File: config.mk
export PLATFORM = sky130hd
export DESIGN_NAME = pmode_ctrl
export DESIGN_NICKNAME = d
export VERILOG_FILES = /design/src/rtl/pmode_pkg.sv /design/src/rtl/pmode_rst_qual.sv /design/src/rtl/pmode_fsm.sv /design/src/rtl/pmode_pin_ovr.sv /design/src/rtl/pmode_ctrl.sv
export SDC_FILE = /design/constraint.sdc
export NUM_CORES = 1
export LEC_CHECK = 0
export BUFFER_PORTS_ARGS = -buffer_cell sky130_fd_sc_hd__buf_2
export CAP_MARGIN = 20
export CORE_UTILIZATION = 53
export DETAILED_ROUTE_END_ITERATION = 16
export GPL_TIMING_DRIVEN = 0
export PLACE_DENSITY = 0.88
export SLEW_MARGIN = 10
export SYNTH_ARGS = -nofsm -noshare
export SYNTH_HDL_FRONTEND = slang
export SYNTH_SLANG_ARGS = --single-unit
File: constraint.sdc
create_clock -name clk -period 3.35 [get_ports clk]
set_clock_uncertainty 0.15 [all_clocks]
set_input_delay 0 -clock clk [delete_from_list [all_inputs] [get_ports clk]]
set_output_delay 0 -clock clk [all_outputs]
set_load 0.005 [all_outputs]
File: src/rtl/pmode_pkg.sv
package pmode_pkg;
  typedef enum logic [1:0] {
    MD_RUN  = 2'd0,
    MD_IDLE = 2'd1,
    MD_PDN  = 2'd2,
    MD_EMU  = 2'd3
  } mode_t;

  typedef enum logic [1:0] {
    PIN_NORM = 2'd0,
    PIN_HIGH = 2'd1,
    PIN_LOW  = 2'd2,
    PIN_WEAK = 2'd3
  } pin_drv_t;

  typedef enum logic [1:0] {
    PRT_DATA  = 2'd0,
    PRT_FLOAT = 2'd1,
    PRT_ADDR  = 2'd2,
    PRT_WEAK  = 2'd3
  } prt_drv_t;

  typedef enum logic [1:0] {
    PD_SLEEP = 2'd0,
    PD_WAKE  = 2'd1,
    PD_RSTW  = 2'd2
  } pd_sub_t;
endpackage

File: src/rtl/pmode_rst_qual.sv
module pmode_rst_qual #(
  parameter int QUAL_LEN = 24
) (
  input  logic clk,
  input  logic rst,
  input  logic pin,
  input  logic osc_run,
  output logic qual
);
  localparam int CW = $clog2(QUAL_LEN + 1);
  localparam logic [CW-1:0] LAST = CW'(QUAL_LEN - 1);

  logic [CW-1:0] cnt;

  // consecutive high samples while the oscillator runs; any break restarts
  always_ff @(posedge clk) begin
    if (rst) begin
      cnt  <= '0;
      qual <= 1'b0;
    end else if (!osc_run || !pin) begin
      cnt  <= '0;
      qual <= 1'b0;
    end else begin
      if (cnt != LAST) cnt <= cnt + 1'b1;
      qual <= (cnt == LAST);
    end
  end
endmodule

File: src/rtl/pmode_fsm.sv
module pmode_fsm
  import pmode_pkg::*;
#(
  parameter int SETTLE_W = 8,
  parameter int N_INT    = 2
) (
  input  logic                clk,
  input  logic                rst,
  input  logic                core_rst,
  input  logic                rst_pin,
  input  logic                ale_pin,
  input  logic                psen_pin,
  input  logic                idle_req,
  input  logic                pdn_req,
  input  logic                irq_any,
  input  logic [N_INT-1:0]    int_en,
  input  logic [N_INT-1:0]    int_lvl,
  input  logic [N_INT-1:0]    int_pin,
  input  logic [SETTLE_W-1:0] settle_len,
  output mode_t               mode_q,
  output mode_t               mode_d,
  output logic                cpu_q,
  output logic                osc_q,
  output logic                inh_q
);
  localparam logic [SETTLE_W-1:0] CNT_MAX = {SETTLE_W{1'b1}};

  pd_sub_t             sub_q, sub_d;
  logic                cpu_d, osc_d, inh_d;
  logic [SETTLE_W-1:0] cnt_q, cnt_d;
  logic [N_INT-1:0]    wm_q, wm_d, wake;

  assign wake = int_en & int_lvl & ~int_pin;

  always_comb begin
    mode_d = mode_q;
    sub_d  = sub_q;
    cpu_d  = cpu_q;
    osc_d  = osc_q;
    inh_d  = inh_q;
    cnt_d  = cnt_q;
    wm_d   = wm_q;
    if (core_rst) begin
      mode_d = MD_RUN;
      sub_d  = PD_SLEEP;
      cpu_d  = 1'b1;
      osc_d  = 1'b1;
      inh_d  = 1'b0;
      cnt_d  = '0;
      wm_d   = '0;
      if (!rst_pin && !ale_pin && psen_pin) mode_d = MD_EMU;
    end else begin
      unique case (mode_q)
        MD_RUN: begin
          if (inh_q) begin
            if (!rst_pin) inh_d = 1'b0;
          end else if (pdn_req) begin
            mode_d = MD_PDN;
            sub_d  = PD_SLEEP;
            cpu_d  = 1'b0;
            osc_d  = 1'b0;
          end else if (idle_req) begin
            mode_d = MD_IDLE;
            cpu_d  = 1'b0;
          end
        end
        MD_IDLE: begin
          if (rst_pin) begin
            mode_d = MD_RUN;
            cpu_d  = 1'b1;
            inh_d  = 1'b1;
          end else if (irq_any) begin
            mode_d = MD_RUN;
            cpu_d  = 1'b1;
          end
        end
        MD_PDN: begin
          case (sub_q)
            PD_SLEEP: begin
              if (rst_pin) begin
                osc_d = 1'b1;
                sub_d = PD_RSTW;
              end else if (|wake) begin
                osc_d = 1'b1;
                sub_d = PD_WAKE;
                cnt_d = '0;
                wm_d  = wake;
              end
            end
            PD_WAKE: begin
              if (cnt_q != CNT_MAX) cnt_d = cnt_q + 1'b1;
              if ((cnt_q >= settle_len) && ((wm_q & ~int_pin) == '0)) begin
                mode_d = MD_RUN;
                sub_d  = PD_SLEEP;
                cpu_d  = 1'b1;
              end
            end
            PD_RSTW: begin
              if (!rst_pin) begin
                osc_d = 1'b0;
                sub_d = PD_SLEEP;
              end
            end
            default: sub_d = PD_SLEEP;
          endcase
        end
        MD_EMU: ;
      endcase
    end
  end

  always_ff @(posedge clk) begin
    if (rst) begin
      mode_q <= MD_RUN;
      sub_q  <= PD_SLEEP;
      cpu_q  <= 1'b1;
      osc_q  <= 1'b1;
      inh_q  <= 1'b0;
      cnt_q  <= '0;
      wm_q   <= '0;
    end else begin
      mode_q <= mode_d;
      sub_q  <= sub_d;
      cpu_q  <= cpu_d;
      osc_q  <= osc_d;
      inh_q  <= inh_d;
      cnt_q  <= cnt_d;
      wm_q   <= wm_d;
    end
  end
endmodule

File: src/rtl/pmode_pin_ovr.sv
module pmode_pin_ovr
  import pmode_pkg::*;
#(
  parameter int N_PORTS = 4
) (
  input  logic                 clk,
  input  logic                 rst,
  input  mode_t                mode_d,
  input  logic                 ext_exec,
  output logic [1:0]           ale_drv,
  output logic [1:0]           psen_drv,
  output logic [2*N_PORTS-1:0] port_drv
);
  logic [1:0] strobe_code;

  always_comb begin
    unique case (mode_d)
      MD_RUN:  strobe_code = PIN_NORM;
      MD_IDLE: strobe_code = PIN_HIGH;
      MD_PDN:  strobe_code = PIN_LOW;
      MD_EMU:  strobe_code = PIN_WEAK;
    endcase
  end

  always_ff @(posedge clk) begin
    if (rst) begin
      ale_drv  <= PIN_NORM;
      psen_drv <= PIN_NORM;
    end else begin
      ale_drv  <= strobe_code;
      psen_drv <= strobe_code;
    end
  end

  for (genvar k = 0; k < N_PORTS; k++) begin : g_port
    logic [1:0] code, code_q;
    always_comb begin
      code = PRT_DATA;
      unique case (mode_d)
        MD_IDLE: begin
          if (ext_exec && k == 0) code = PRT_FLOAT;
          else if (ext_exec && k == 2) code = PRT_ADDR;
        end
        MD_PDN: begin
          if (ext_exec && k == 0) code = PRT_FLOAT;
        end
        MD_EMU: code = (k == 0) ? PRT_FLOAT : PRT_WEAK;
        MD_RUN: ;
      endcase
    end
    always_ff @(posedge clk) begin
      if (rst) code_q <= PRT_DATA;
      else     code_q <= code;
    end
    assign port_drv[2*k +: 2] = code_q;
  end
endmodule

File: src/rtl/pmode_ctrl.sv
module pmode_ctrl
  import pmode_pkg::*;
#(
  parameter int QUAL_LEN = 24,
  parameter int SETTLE_W = 8,
  parameter int N_INT    = 2,
  parameter int N_PORTS  = 4
) (
  input  logic                  clk,
  input  logic                  rst,
  input  logic                  rst_pin_i,
  input  logic                  ale_pin_i,
  input  logic                  psen_pin_i,
  input  logic                  idle_req_i,
  input  logic                  pdn_req_i,
  input  logic                  irq_any_i,
  input  logic [N_INT-1:0]      int_en_i,
  input  logic [N_INT-1:0]      int_lvl_i,
  input  logic [N_INT-1:0]      int_pin_i,
  input  logic                  ext_exec_i,
  input  logic [SETTLE_W-1:0]   settle_len_i,
  output logic [1:0]            mode_o,
  output logic                  cpu_clk_en_o,
  output logic                  osc_en_o,
  output logic                  core_rst_o,
  output logic                  ram_wr_inhibit_o,
  output logic [1:0]            ale_drv_o,
  output logic [1:0]            psen_drv_o,
  output logic [2*N_PORTS-1:0]  port_drv_o
);
  mode_t mode_q, mode_d;
  logic  qual;

  pmode_rst_qual #(.QUAL_LEN(QUAL_LEN)) u_qual (
    .clk     (clk),
    .rst     (rst),
    .pin     (rst_pin_i),
    .osc_run (osc_en_o),
    .qual    (qual)
  );

  pmode_fsm #(.SETTLE_W(SETTLE_W), .N_INT(N_INT)) u_fsm (
    .clk        (clk),
    .rst        (rst),
    .core_rst   (qual),
    .rst_pin    (rst_pin_i),
    .ale_pin    (ale_pin_i),
    .psen_pin   (psen_pin_i),
    .idle_req   (idle_req_i),
    .pdn_req    (pdn_req_i),
    .irq_any    (irq_any_i),
    .int_en     (int_en_i),
    .int_lvl    (int_lvl_i),
    .int_pin    (int_pin_i),
    .settle_len (settle_len_i),
    .mode_q     (mode_q),
    .mode_d     (mode_d),
    .cpu_q      (cpu_clk_en_o),
    .osc_q      (osc_en_o),
    .inh_q      (ram_wr_inhibit_o)
  );

  pmode_pin_ovr #(.N_PORTS(N_PORTS)) u_pins (
    .clk      (clk),
    .rst      (rst),
    .mode_d   (mode_d),
    .ext_exec (ext_exec_i),
    .ale_drv  (ale_drv_o),
    .psen_drv (psen_drv_o),
    .port_drv (port_drv_o)
  );

  assign core_rst_o = qual;
  assign mode_o     = mode_q;
endmodule

==> results of run 1 <==
[flip-flops by register name, summed over array words and instances, names as in the netlist]
register and count:
u_fsm.cnt_q 8, u_qual.cnt 5, u_pins.g_port.code_q 3, u_fsm.mode_q 2, u_fsm.sub_q 2, u_fsm.wm_q 2, u_fsm.cpu_q 1, u_fsm.inh_q 1
u_fsm.osc_q 1, u_pins.psen_drv 1, u_qual.qual 1
[worst max path at each step]
stage	cells after the start	to	slack [ps]
finish	11	u_pins.g_port[0].code_q[0]$_SDFF_PP0_	510
global route	11	u_pins.g_port[0].code_q[0]$_SDFF_PP0_	330
CTS	11	u_pins.g_port[0].code_q[0]$_SDFF_PP0_	500
detailed placement	11	u_pins.g_port[0].code_q[0]$_SDFF_PP0_	530
global placement	11	u_pins.g_port[0].code_q[0]$_SDFF_PP0_	560
floorplan	11	u_pins.g_port[0].code_q[0]$_SDFF_PP0_	810
[cells by family (layout without fill, tap and decap cells)]
family / count (synthesis) / after routing / synth area share [%]
AND/OR/NAND/NOR: 67 / 67 / 21.3
AO/OA/AOI/OAI: 57 / 57 / 21.2
buffers and inverters: 30 / 82 / 9.90
flip-flops: 27 / 27 / 30.8
adder cells (fa/ha/maj): 18 / 18 / 12.8
multiplexers: 4 / 4 / 2.28
XOR/XNOR: 3 / 3 / 1.50
other: 1 / 1 / 0.213
[where the power goes]
part	internal, mW	switching (mW)	total (mW)
clock network	0.0457	0.104	0.150
registers	0.335	0.0132	0.348
logic	0.0879	0.0848	0.173
total	0.469	0.202	0.671
[metal layers]
| metal | up-vias | track usage (%) | part of all wire [%] |
|---|---|---|---|
| met1 | 754 | 29.4 | 46 |
| met4 | 0 | 8.64 | 2.0 |
| li1 | 836 | - | - |
| met5 | - | 0 | 0 |
| met2 | 46 | 37.4 | 48 |
| met3 | 10 | 4.59 | 4.0 |
[final cells by class]
type	instances	area, um2	area share [%]
timing repair buffer	48	285	13.4
tap	44	55.1	2.59
inverter	17	63.8	3.00
clock inverter	1	7.51	0.353
sequential	27	541	25.4
multi-input combinational	150	1040	49.0
clock buffer	3	22.5	1.06
buffer	13	110	5.18
[worst reg2reg max path, stage by stage, from the launching register on]
cell      delay [ps]
dfxtp_1          420
inv_1             90
ha_1             260
nand2b_1         140
a2111o_1         410
a21oi_1          310
o211ai_1         230
a21o_1           240
ha_1             270
inv_1             30
a21oi_1          130
nor3_1            50
[what timing repair did]
item                      4_1_cts  5_1_grt
hold endpoints to repair       13        0
gates resized for setup         0        0
hold buffers                    9        0
[synthesized netlist by cell type, types with 4 or more instances]
library cell / count / area [um2]
dfxtp_1: 27 / 541
a21oi_1: 22 / 110
ha_1: 18 / 225
inv_1: 17 / 63.8
nor2_1: 15 / 56.3
nand3_1: 11 / 55.1
nand2_1: 9 / 33.8
buf_4: 8 / 60.1
o21ai_0: 7 / 35.0
a211oi_1: 6 / 45.0
nand2b_1: 5 / 31.3
buf_6: 4 / 45.0
mux2i_1: 4 / 40.0
nor3_1: 4 / 20.0
o211ai_1: 4 / 30.0
==> impl_summary.log, run 1 <==
INFO  metric outcome = complete, no violations
INFO  metric cts_tree = done
INFO  metric period_share = 84.9%
INFO  metric r2r.worst_path.cells = 11
INFO  metric grt_pass1_vias = 1466
INFO  metric detail_route.drc_violations = 0
INFO  metric timing_worst_setup_path_type = flip-flop to flip-flop
INFO  metric dp_slack = 534 ps
INFO  metric layout_common_cells = buf_2, dfxtp_1, a21oi_1, ha_1, inv_1
INFO  metric layout.filler_cells = 273
INFO  metric fp-row-count = 20
INFO  metric wl_per_cell = 12.9 um
INFO  metric cts.path.max_buffers = 2
INFO  metric worst_slack = 507 ps
INFO  metric post_route_cells_drive_above_1_share = 24.7%
INFO  metric drt_iter0_markers = 95
INFO  metric critical_path_buf_inv_count = 2
INFO  metric worstReg2RegEnd = u_pins.g_port[0].code_q[0]$_SDFF_PP0_
INFO  metric slowest_delay = 420 ps
INFO  metric via_count = 1646
INFO  metric totalPowerFinal = 0.671 mW
INFO  metric drt_pre_antenna_iters = 4
INFO  metric finalInstanceArea = 2130 um2
INFO  metric power_density = 315 nW/um2
INFO  metric postRouteWirelength = 3910 um
INFO  metric post-cts-setup-buffers = 0
INFO  metric cts_num_sinks = 27
INFO  metric grt_pass1_wl = 6140 um
INFO  metric p_leak = 0.981 nW
INFO  metric totalNegativeSetupSlack = 0 ps
INFO  metric numPlacedInstances = 290
INFO  metric grt_usage = 22.8%
INFO  metric reg2reg_setup_slack = 510 ps
INFO  metric htree_num_levels = 1
INFO  metric core_area = 3100 um2
INFO  metric clock_root_cell = clkbuf_4
INFO  metric endpoint_kind_of_the_worst_setup_timing_path = flip-flop
INFO  metric period_needed = 2840 ps
INFO  metric timing.max_cap.violations = 0
INFO  metric hold_start = int_en_i[1]
INFO  metric chipHeight = 59.6 um
INFO  metric yosys_most_used_dff = dfxtp_1
INFO  metric synth_enable_flop_cells = 0
INFO  metric grt_antenna_before_repair = 0
INFO  metric tightest_slew = 492 ps
INFO  metric syn_area = 1760 um2
INFO  metric hpwl = 2800 um
INFO  metric worstPathArrival = 2930 ps
INFO  metric layout.nets = 301
INFO  metric timing.final.setup_violations = 0
INFO  metric route.detailed.vias_per_inst = 5.43
INFO  metric crit_path_max_fanout = 5
INFO  metric reg2reg_from = u_fsm.cnt_q[0]$_SDFFE_PP0P_
INFO  metric global_route.overflow_total = 0
INFO  metric num_antenna_cells = 0
INFO  metric grt_setup_unrepaired = false
INFO  metric crit_path_start = u_fsm.cnt_q[0]$_SDFFE_PP0P_
INFO  metric timing.hold.worst.class = primary input to flip-flop
INFO  metric gpl.final_weighted_congestion = 0.823
INFO  metric fin_hold_ws = 17.0 ps
INFO  metric clk_latency = 330 ps
INFO  metric holdPathEnd = u_fsm.wm_q[1]$_SDFFE_PP0P_
INFO  metric critPathRequiredTime = 3440 ps
INFO  metric ioPinCount = 41
INFO  metric start_kind = flip-flop
INFO  metric grt_max_degree = 17
INFO  metric slew_headroom = 67.0%
INFO  metric async_flop_share = 0%
INFO  metric fmaxAchievable = 352 MHz
INFO  metric place.port_buffers = 39
INFO  metric cp_top_family = compound AO/OA/AOI/OAI gates
INFO  metric number_of_register_bits_inferred_by_synthesis = 27
INFO  metric final_cells = 303
INFO  metric final_core_util = 68.5%
INFO  metric irDropWorstVdd = 0.000279 V
INFO  metric die_area = 3550 um2
INFO  metric clk_transition_reported_paths = 150 ps
INFO  metric yosys_warnings = 0
INFO  metric finalMaxSlewViolations = 0
INFO  metric die_width = 59.6 um
INFO  metric detail-route-antenna-nets = 0
INFO  metric final_common_cell = buf_2
INFO  metric cts_made_buffers = 3
INFO  metric nets_in_the_synthesized_netlist = 248
INFO  metric synth_seq_area_share = 30.8%
INFO  metric timing.critical_path.slowest_stage_cell = dfxtp_1
INFO  metric worstHoldPathCells = 4
INFO  metric post_synth_inst_count = 207
INFO  metric cp_cell_sequence = inv_1 > ha_1 > nand2b_1 > a2111o_1 > a21oi_1 > o211ai_1 > a21o_1 > ha_1 > inv_1 > a21oi_1 > nor3_1
INFO  metric placed_area = 2010 um2
INFO  metric area_growth_syn_to_layout = 21.1%
INFO  metric post_synth.cell_area_avg = 8.49 um2
INFO  metric synth.lib_cells_used.distinct = 47
INFO  metric timing.final.hold_violations = 0
INFO  metric floorplan.initialDensity = 56.6%
No activity file was read; power rests on OpenSTA's default activity.
==> run 2: changes to the inputs <==
==> constraint.sdc (replaced) <==
create_clock -name clk -period 2.9 [get_ports clk]
set_clock_uncertainty 0.15 [all_clocks]
set_input_delay 0 -clock clk [delete_from_list [all_inputs] [get_ports clk]]
set_output_delay 0 -clock clk [all_outputs]
set_load 0.005 [all_outputs]
==> impl_summary.log, run 2 (synthesis gave the netlist of run 1 again) <==
INFO  metric grt_pass1_wl = 6140 um (unchanged)
INFO  metric place.port_buffers = 39 (unchanged)
INFO  metric global_route.overflow_total = 0 (unchanged)
INFO  metric chipHeight = 59.6 um (unchanged)
INFO  metric layout_common_cells = buf_2, dfxtp_1, a21oi_1, ha_1, inv_1 (unchanged)
INFO  metric cts_num_sinks = 27 (unchanged)
INFO  metric wl_per_cell = 12.9 um (about the same)
INFO  metric grt_antenna_before_repair = 0 (unchanged)
INFO  metric timing.hold.worst.class = primary input to flip-flop (unchanged)
INFO  metric drt_pre_antenna_iters = 4 (unchanged)
INFO  metric cts_tree = done (unchanged)
INFO  metric clk_transition_reported_paths = 150 ps (about the same)
INFO  metric fp-row-count = 20 (unchanged)
INFO  metric gpl.final_weighted_congestion = 0.823 (unchanged)
INFO  metric die_width = 59.6 um (unchanged)
INFO  metric start_kind = flip-flop (unchanged)
INFO  metric crit_path_max_fanout = 5 (unchanged)
INFO  metric htree_num_levels = 1 (unchanged)
INFO  metric floorplan.initialDensity = 56.6% (unchanged)
INFO  metric p_leak = 0.982 nW (was 0.981 nW)
INFO  metric final_common_cell = buf_2 (unchanged)
INFO  metric grt_setup_unrepaired = false (unchanged)
INFO  metric largest_reg_flops = 8 (unchanged)
INFO  metric post_route_cells_drive_above_1_share = 25.5% (was 24.7%)
INFO  metric detail_route.drc_violations = 0 (unchanged)
INFO  metric numPlacedInstances = 290 (unchanged)
INFO  metric grt_max_degree = 17 (unchanged)
INFO  metric detail-route-antenna-nets = 0 (unchanged)
INFO  metric timing.final.hold_violations = 0 (unchanged)
INFO  metric critPathRequiredTime = 2990 ps (was 3440 ps)
INFO  metric fmaxAchievable = 365 MHz (was 352 MHz)
INFO  metric period_needed = 2740 ps (was 2840 ps)
INFO  metric hpwl = 2800 um (unchanged)
INFO  metric postRouteWirelength = 3900 um (was 3910 um)
INFO  metric period_share = 94.5% (was 84.9%)
INFO  metric timing.final.setup_violations = 0 (unchanged)
INFO  metric clk_latency = 330 ps (about the same)
INFO  metric worst_slack = 159 ps (was 507 ps)
INFO  metric worstPathArrival = 2830 ps (was 2930 ps)
INFO  metric timing.max_cap.violations = 0 (unchanged)
INFO  metric largest-register = u_fsm.cnt_q (unchanged)
INFO  metric layout.nets = 301 (unchanged)
INFO  metric tightest_slew = 535 ps (was 492 ps)
INFO  metric via_count = 1640 (was 1646)
INFO  metric grt_usage = 22.8% (unchanged)
INFO  metric dp_slack = 84.2 ps (was 534 ps)
INFO  metric drt_iter0_markers = 120 (was 95)
INFO  metric die_area = 3550 um2 (unchanged)
INFO  metric grt_pass1_vias = 1466 (unchanged)
INFO  metric final_cells = 303 (unchanged)
INFO  metric slew_headroom = 64.1% (was 67.0%)
INFO  metric post-cts-setup-buffers = 0 (unchanged)
INFO  metric endpoint_kind_of_the_worst_setup_timing_path = flip-flop (unchanged)
INFO  metric core_area = 3100 um2 (unchanged)
INFO  metric area_growth_syn_to_layout = 21.5% (was 21.1%)
INFO  metric finalMaxSlewViolations = 0 (unchanged)
INFO  metric cts_made_buffers = 3 (unchanged)
INFO  metric route.detailed.vias_per_inst = 5.41 (was 5.43)
INFO  metric num_antenna_cells = 0 (unchanged)
INFO  metric ioPinCount = 41 (unchanged)
INFO  metric outcome = complete, no violations (unchanged)
INFO  metric timing_worst_setup_path_type = flip-flop to flip-flop (unchanged)
INFO  metric reg.largest.list = u_fsm.cnt_q: 8 flops, u_qual.cnt: 5 flops, u_pins.g_port.code_q: 3 flops (unchanged)
INFO  metric clock_root_cell = clkbuf_4 (unchanged)
INFO  metric totalNegativeSetupSlack = 0 ps (unchanged)
INFO  metric irDropWorstVdd = 0.000322 V (was 0.000279 V)
INFO  metric layout.filler_cells = 270 (was 273)
INFO  metric cts.path.max_buffers = 2 (unchanged)
INFO  metric power_density = 363 nW/um2 (was 315 nW/um2)
## run 2: cell counts in the layout (fill, tap and decap cells not counted)
No cell type changed its count.
## run 2: worst paths after layout
kind / startpoint / end / slack [ps] / depth (start not counted)
setup / recovery: u_fsm.cnt_q[0]$_SDFFE_PP0P_ / u_pins.g_port[0].code_q[0]$_SDFF_PP0_ / 160 / 11
hold / removal: int_en_i[1] / u_fsm.wm_q[1]$_SDFFE_PP0P_ / 20 / 4
setup reg to reg: u_fsm.cnt_q[0]$_SDFFE_PP0P_ / u_pins.g_port[0].code_q[0]$_SDFF_PP0_ / 160 / 11
hold reg to reg: u_fsm.wm_q[0]$_SDFFE_PP0P_ / u_fsm.wm_q[0]$_SDFFE_PP0P_ / 330 / 2
## run 2: metrics by stage
step,total power [mW],utilization [%],instance area (um2),hold WS [ps]
final,0.775,68.8,2130,17.2
after global routing,0.818,68.8,2130,16.7
after CTS,0.768,68.5,2130,5.43
after detailed placement,0.592,64.7,2010,97.2
after global placement,0.588,64.7,2010,97.8
after floorplan,0.533,-,1760,-78.4
## run 2: layout make-up
| type | count | area, um2 | share of cell area, % |
|---|---|---|---|
| Timing Repair Buffer | 48 | 285 | 13.4 |
| Clock inverter | 1 | 7.51 | 0.352 |
| Buffer | 13 | 110 | 5.16 |
| Sequential cell | 27 | 541 | 25.3 |
| Inverter | 17 | 63.8 | 2.99 |
| Clock buffer | 3 | 22.5 | 1.06 |
| Tap cell | 44 | 55.1 | 2.58 |
| Multi-Input combinational cell | 150 | 1050 | 49.2 |
## run 2: routing by layer
layer | track usage [%] | routed length, um | vias up | part of all wire, %
met1 | 29.4 | 1800 | 756 | 46
met5 | 0 | 0 | - | 0
met3 | 4.59 | 152 | 10 | 3.9
met2 | 37.4 | 1870 | 38 | 48
met4 | 8.64 | 77 | 0 | 2.0
li1 | - | - | 836 | -
## run 2: what timing repair did
item                                    4_1_cts  5_1_grt
endpoints found under the setup margin        0        3
resized for setup                             0        2
endpoints found under the hold margin        13        0
hold buffers                                  9        0
## run 2: worst max-delay path, stage by stage, from the launching register on
cell	delay [ps]
dfxtp_1	420
inv_1	90
ha_1	260
nand2b_1	140
a2111o_1	430
a21oi_2	230
o211ai_1	200
a21o_1	240
ha_1	270
inv_1	30
a21oi_1	130
nor3_1	50
## run 2: report_power, final
| part | switching (mW) | total, mW | internal, mW |
|---|---|---|---|
| Combinational | 0.0984 | 0.201 | 0.102 |
| Clock | 0.119 | 0.172 | 0.0528 |
| Sequential | 0.0153 | 0.402 | 0.387 |
